--- src/rtl/blk_move_engine.sv ---
module blk_move_engine #(
  parameter int AW = 16,
  parameter int CW = 16
) (
  input  logic          clk,
  input  logic          rst_n,
  input  logic          start,
  input  logic          word_mode,
  input  logic [AW-1:0] src_in,
  input  logic [AW-1:0] dst_in,
  input  logic [CW-1:0] cnt_in,
  input  logic          irq,
  output logic          mem_req_valid,
  input  logic          mem_req_ready,
  output logic          mem_req_write,
  output logic          mem_req_byte,
  output logic [AW-1:0] mem_req_addr,
  output logic [15:0]   mem_req_wdata,
  input  logic          mem_rsp_valid,
  input  logic [15:0]   mem_rsp_rdata,
  output logic          busy,
  output logic          done,
  output logic          suspended,
  output logic          align_err,
  output logic [AW-1:0] src_reg,
  output logic [AW-1:0] dst_reg,
  output logic [CW-1:0] cnt_reg
);
  typedef enum logic [1:0] {S_IDLE, S_RD, S_RWAIT, S_WR} state_t;
  state_t          state;
  logic            wmode;
  logic [15:0]     data;
  logic [AW-1:0]   step;
  logic            last;

  assign step          = wmode ? AW'(2) : AW'(1);
  assign last          = (cnt_reg == CW'(1));
  assign busy          = (state != S_IDLE);
  assign mem_req_valid = (state == S_RD) || (state == S_WR);
  assign mem_req_write = (state == S_WR);
  assign mem_req_byte  = ~wmode;
  assign mem_req_addr  = (state == S_WR) ? dst_reg : src_reg;
  assign mem_req_wdata = wmode ? data : {8'h00, data[7:0]};

  always_ff @(posedge clk) begin
    if (!rst_n) begin
      state     <= S_IDLE;
      wmode     <= 1'b0;
      data      <= '0;
      src_reg   <= '0;
      dst_reg   <= '0;
      cnt_reg   <= '0;
      done      <= 1'b0;
      suspended <= 1'b0;
      align_err <= 1'b0;
    end else begin
      case (state)
        S_IDLE: if (start) begin
          done      <= 1'b0;
          suspended <= 1'b0;
          align_err <= 1'b0;
          if (word_mode && (src_in[0] || dst_in[0])) begin
            align_err <= 1'b1;
          end else begin
            wmode   <= word_mode;
            src_reg <= src_in;
            dst_reg <= dst_in;
            cnt_reg <= cnt_in;
            state   <= S_RD;
          end
        end
        S_RD:    if (mem_req_ready) state <= S_RWAIT;
        S_RWAIT: if (mem_rsp_valid) begin
          data  <= mem_rsp_rdata;
          state <= S_WR;
        end
        S_WR: if (mem_req_ready) begin
          src_reg <= src_reg + step;
          dst_reg <= dst_reg + step;
          cnt_reg <= cnt_reg - CW'(1);
          if (last) begin
            done  <= 1'b1;
            state <= S_IDLE;
          end else if (irq) begin
            suspended <= 1'b1;
            state     <= S_IDLE;
          end else begin
            state <= S_RD;
          end
        end
        default: state <= S_IDLE;
      endcase
    end
  end
endmodule

--- config.mk ---
export PLATFORM = sky130hd
export DESIGN_NAME = blk_move_engine
export DESIGN_NICKNAME = d
export VERILOG_FILES = /design/src/rtl/blk_move_engine.sv
export SDC_FILE = /design/constraint.sdc
export NUM_CORES = 1
export LEC_CHECK = 0
export ABC_AREA = 1
export CAP_MARGIN = 20
export CORE_UTILIZATION = 51
export CTS_BUF_LIST = sky130_fd_sc_hd__clkbuf_4 sky130_fd_sc_hd__clkbuf_8
export DETAILED_ROUTE_END_ITERATION = 10
export MAX_ROUTING_LAYER = met4
export PLACE_DENSITY = 0.89
export SKIP_CTS_REPAIR_TIMING = 1
export SLEW_MARGIN = 20
export SYNTH_ARGS = -nofsm -noshare
export SYNTH_HDL_FRONTEND = slang
export SYNTH_SLANG_ARGS = --single-unit
--- constraint.sdc ---
create_clock -name clk -period 3.7 [get_ports clk]
set_input_delay 0.37 -clock clk [delete_from_list [all_inputs] [get_ports clk]]
set_output_delay 0.37 -clock clk [all_outputs]
set_load 0.05 [all_outputs]
* Word-level counts from Yosys, hierarchy flattened *
Cells that the tools add are included.

storage, ports and cells
  flip-flop bits (word level) = 70
  input bits = 71
  output and inout port bits = 87
  word-level logic and storage cells = 71

operators by class
  add/sub/neg operators = 3
  eq/ne operators = 12
  multiplexer cells = 32
  bitwise logic cells = 2
  reductions and logical operators = 13

operator list
  operator                                             count
  2-to-1 mux 16 bit                                    11
  case mux 16 bit (2 select lines)                     3
  adder 16 x 2 -> 16 bit                               2
  == test 16 x 1 -> 1 bit (second input constant)      1
  subtractor 16 x 1 -> 16 bit (second input constant)  1
  != test 2 bit (second input constant)                7
  2-to-1 mux 2 bit                                     6
  AND reduction 5 bit                                  2
  2-to-1 mux 1 bit                                     9
  case mux 2 bit (4 select lines)                      1
  AND reduction 4 bit                                  2
  == test 2 bit (second input constant)                2
  case mux 1 bit (2 select lines)                      2
  AND reduction 2 bit                                  2
  nonzero test 2 bit                                   2
  AND reduction 3 bit                                  1
  == test 2 x 1 -> 1 bit (second input constant)       1
  logical NOT 2 bit                                    1
  logical OR 1 bit                                     2
  != test 2 x 1 -> 1 bit (second input constant)       1
  inverter 1 bit                                       2
  logical AND 1 bit                                    1

* Depth between registers and ports, before layout *
  depth in word-level cells = 5
  gate-level depth with buffers = 13

* Worst setup path before layout *
No wires, ideal clock.

  path type = reg2out
  start = reg state[0]
  end = out mem_req_addr[5]
  arrival = 2.578 ns
  setup slack = 0.752 ns
  cell stages (with the launch flop) = 6
  cell sequence = dfxtp_1 -> ha_1 -> inv_1 -> buf_2 -> clkbuf_1 -> o21ai_0

on the way
  word-level cells in the longest chain between the ends = 2

ends and longest elaborated chain
  element                  line  text
  start, declared          30    state_t state;
  start signal, assigned   47    state <= S_IDLE;
  start signal, assigned   69    state <= S_RD;
  start signal, assigned   72    S_RD: if (mem_req_ready) state <= S_RWAIT;
  == test 2 bit            n/a
  named net mem_req_write  15    output logic mem_req_write,
  2-to-1 mux 16 bit        42    assign mem_req_addr = (state == S_WR) ? dst_reg : src_reg;
  end, declared            17    output logic [AW-1:0] mem_req_addr,

The timed path passes the listed nets, and every way through them passes these cells.

* Worst setup path in the final report *
  start = reg state[0]
  end = out mem_req_addr[5]

on the way
  word-level cells in the longest chain between the ends = 2

ends and longest elaborated chain
  element            line
  == test 2 bit      42
  2-to-1 mux 16 bit  42

Every way passes these cells.

==> summary.txt <==
Outcome
  – Outcome: finished, final reports clean

Synthesis
  – YS warnings: 0
  – Top cells by count, synth: nand2_1, nor2_1, inv_1
  – Register bit count reported by yosys: 70
  – Synth area leaders: dfxtp_1, nand2_1, nor2_1, o21ai_0, inv_1
  – Mapped Nets: between 800 and 900
  – Synth Area per Inst: 6.02 um^2
  – Cell taking the most area after synthesis: dfxtp_1
  – Post-synth top area share: 31.1%
  – Netlist cell types: 34
  – Synth Cell Area: 4510 um^2
  – Post-synthesis sequential area ratio: 31.1%
  – Mapped Cells: 749
  – Ys async rst share: 0%
  – Most common cell in the netlist: nand2_1
  – Post-synth EDFFs: 0
  – Top_reg_cell synth: dfxtp_1

Routing
  – Iter 0 DRT Violations: 399
  – Vias: 5406
  – DRC viols: 0
  – DR vias/cell: between 5 and 6
  – DR pass1 iterations: 6
  – Routed Antenna Nets: 0
  – WL/cell: 14.2 um
  – WL final: 14.0 mm

Worst setup path
  – Buf+Inv Stages, Crit Path: 3
  – Startpoint Class: register
  – FF-to-FF path depth: 9
  – Sequence of cells on the critical path: ha_2, clkinv_1, buf_4, o21ai_0, buf_12
  – Cell family with most CP delay: buffers and inverters
  – Crit. End Element: output port
  – Critical path depth: 5
  – Required time worst endpoint: 3.33 ns
  – Slowest CP cell: buf_4
  – Arrival time of the worst setup path: 2.50 ns
  – Crit path largest cell delay: 0.45 ns
  – Largest fanout on the critical path: 46
  – Setup Crit Path Kind: register to output port

Layout
  – Share of cells above drive strength 1: 3.73%
  – Nets: 963
  – Design area: ~6300 um^2
  – ANT cells: 0
  – FILL cells: 682
  – Area grow syn2layout: 40.1%

Power
  – Worst IR drop on VDD: 0.549 mV
  – Psw: 2.87 mW
  – Clk pwr share: 14.6%
  – Power Dens Cells: ~860 nW/um^2
  – Seq pwr share: 24.4%
  – Int Pwr: 2.54 mW
  – Leak: 2.60 nW
  – Combinational group share of total power: 61.1%
  – Sw Ratio: 53.0%
  – Power Total: 5.40 mW

GRT
  – GRT Total Usage: 32.0%
  – Vias in the first global route: slightly below 5000
  – GR Overflow Total: 0
  – Pin count of the biggest net entering global routing: between 80 and 90
  – Global-route wire length before repair: between 20 and 25 mm
  – Initial antenna violation count: 0

Hold path
  – Hold Path Cell Cnt: 2
  – Hold Crit Class: register to register

Timing
  – Final Skew: ~0.011 ns
  – Setup TNS: 0 ns
  – Final setup fails: 0
  – Fmax: between 300 and 400 MHz
  – Min cycle time layout: approximately 2.9 ns
  – Relative max-transition margin: 45.3%
  – Hold Vio Cnt, Final: 0
  – Worst-Margin Slew: 0.815 ns
  – Final worst path period share: 77.7%
  – Max-slew violations: 0
  – RSZ-0062 raised after global routing: false
  – Final hold slack: 0.454 ns

Placement
  – # port buffers: 157
  – Final HPWL DP: 10.0 mm
  – Post-DP Area: 6060 um^2
  – RePlAce Congestion: 0.972

Floorplan
  – Row count: 33
  – Num ports: 158
  – Die span in x: around 96 um
  – Starting Density: 53.8%
  – Die ar.: just over 9000 um^2
  – Core footprint: ~8400 um^2
  – Die Height: 96.0 um

CTS
  – CTS max path bufs: 2
  – CTS tree: yes
  – Clock Pin Slew Worst Setup and Hold Paths: approximately 0.080 ns
  – Root buffer cell: clkbuf_8
  – CTS sink count: 70
  – Htree depth: 3
  – Skew-Pair Late Insertion Delay: 0.35 ns
  – TritonCTS buffer count: 9

Run
  – # Max-Cap Violations: 0
-- final timing paths --
path                  start               to  slack, ns
hold / removal    suspended        suspended       0.45
setup / recovery   state[0]  mem_req_addr[5]       0.83
setup reg to reg   state[0]       cnt_reg[6]       1.13
hold reg to reg   suspended        suspended       0.45
-- stage by stage --
stage / std cells / utilization, % / worst slack (ns)
after floorplan: 749 / - / 0.752
after global placement: 973 / 72.4 / 1.27
after detailed placement: 973 / 72.4 / 1.17
after CTS: 989 / 75.4 / 0.846
after global routing: 989 / 75.4 / 0.707
final: 989 / 75.4 / 0.826
-- per-layer routing --
| metal | wire length (um) | GRT usage [%] | vias up |
|---|---|---|---|
| met4 | 200 | 10.4 | 0 |
| met2 | 6420 | 51.8 | 303 |
| met1 | 6080 | 40.7 | 2425 |
| li1 | - | - | 2659 |
| met3 | 1300 | 5.06 | 19 |
| met5 | 0 | - | - |
-- placed cells by master, fill, tap and decap left out --
cell             instances
clkinv_1                 2
clkinv_4                 1
nor2_1                 131
clkdlybuf4s50_1        153
clkbuf_4                 1
nand4_1                  6
o22ai_1                  1
nand2_2                  1
ha_2                     1
o21ai_0                 66
dfxtp_1                 70
nand2_1                200
nor3_1                   5
fa_1                     2
o31ai_1                  2
nand3_1                 49
nand3b_1                 2
clkbuf_8                10
nor2_4                   1
inv_4                    1
or2_2                    1
o21a_1                   2
o2bb2ai_1                1
a21o_1                   1
a211oi_2                 1
o21ai_1                 14
nand2_4                  1
buf_4                    2
buf_12                   5
clkinvlp_4               1
a31oi_1                  7
ha_1                    10
xnor2_1                  1
o211ai_1                 3
a21oi_1                 52
inv_1                   70
nor2_2                   3
xor2_1                   1
bufinv_16                3
-- cell families (layout without fill, tap and decap cells) --
group | after synthesis | count (layout) | synth area share [%]
compound gates | 150 | 150 | 17.6
xor+xnor | 2 | 2 | 0.389
fa+ha+maj | 13 | 13 | 3.94
buf+inv | 114 | 249 | 11.1
flops | 70 | 70 | 31.1
simple gates | 400 | 400 | 35.9
-- cell type report --
type / count / area [um^2] / area share [%]
multi-input combinational: 565 / 2610 / 41.3
timing repair buffer: 160 / 1650 / 26.1
sequential: 70 / 1400 / 22.2
inverter: 73 / 277 / 4.38
clock buffer: 11 / 145 / 2.30
tap: 105 / 131 / 2.08
clock inverter: 5 / 106 / 1.68
-- power groups by stage --
stage	registers (mW)	clock network (mW)	logic [mW]
6_report	1.32	0.787	3.30
5_1_grt	1.35	0.832	3.56
4_1_cts	1.31	0.788	3.28
3_5_place_dp	1.32	0	3.27
3_3_place_gp	1.31	0	3.20
2_1_floorplan	1.90	0	1.71
-- worst register-to-register path, delay by kind of cell, from the launching register on --
kind | cells | cell delay [ns]
buf+inv | 2 | 0.81
simple gates | 4 | 0.74
flops | 1 | 0.42
fa+ha+maj | 1 | 0.25
compound gates | 2 | 0.22
Note: power is estimated with default switching activity, not from simulation.
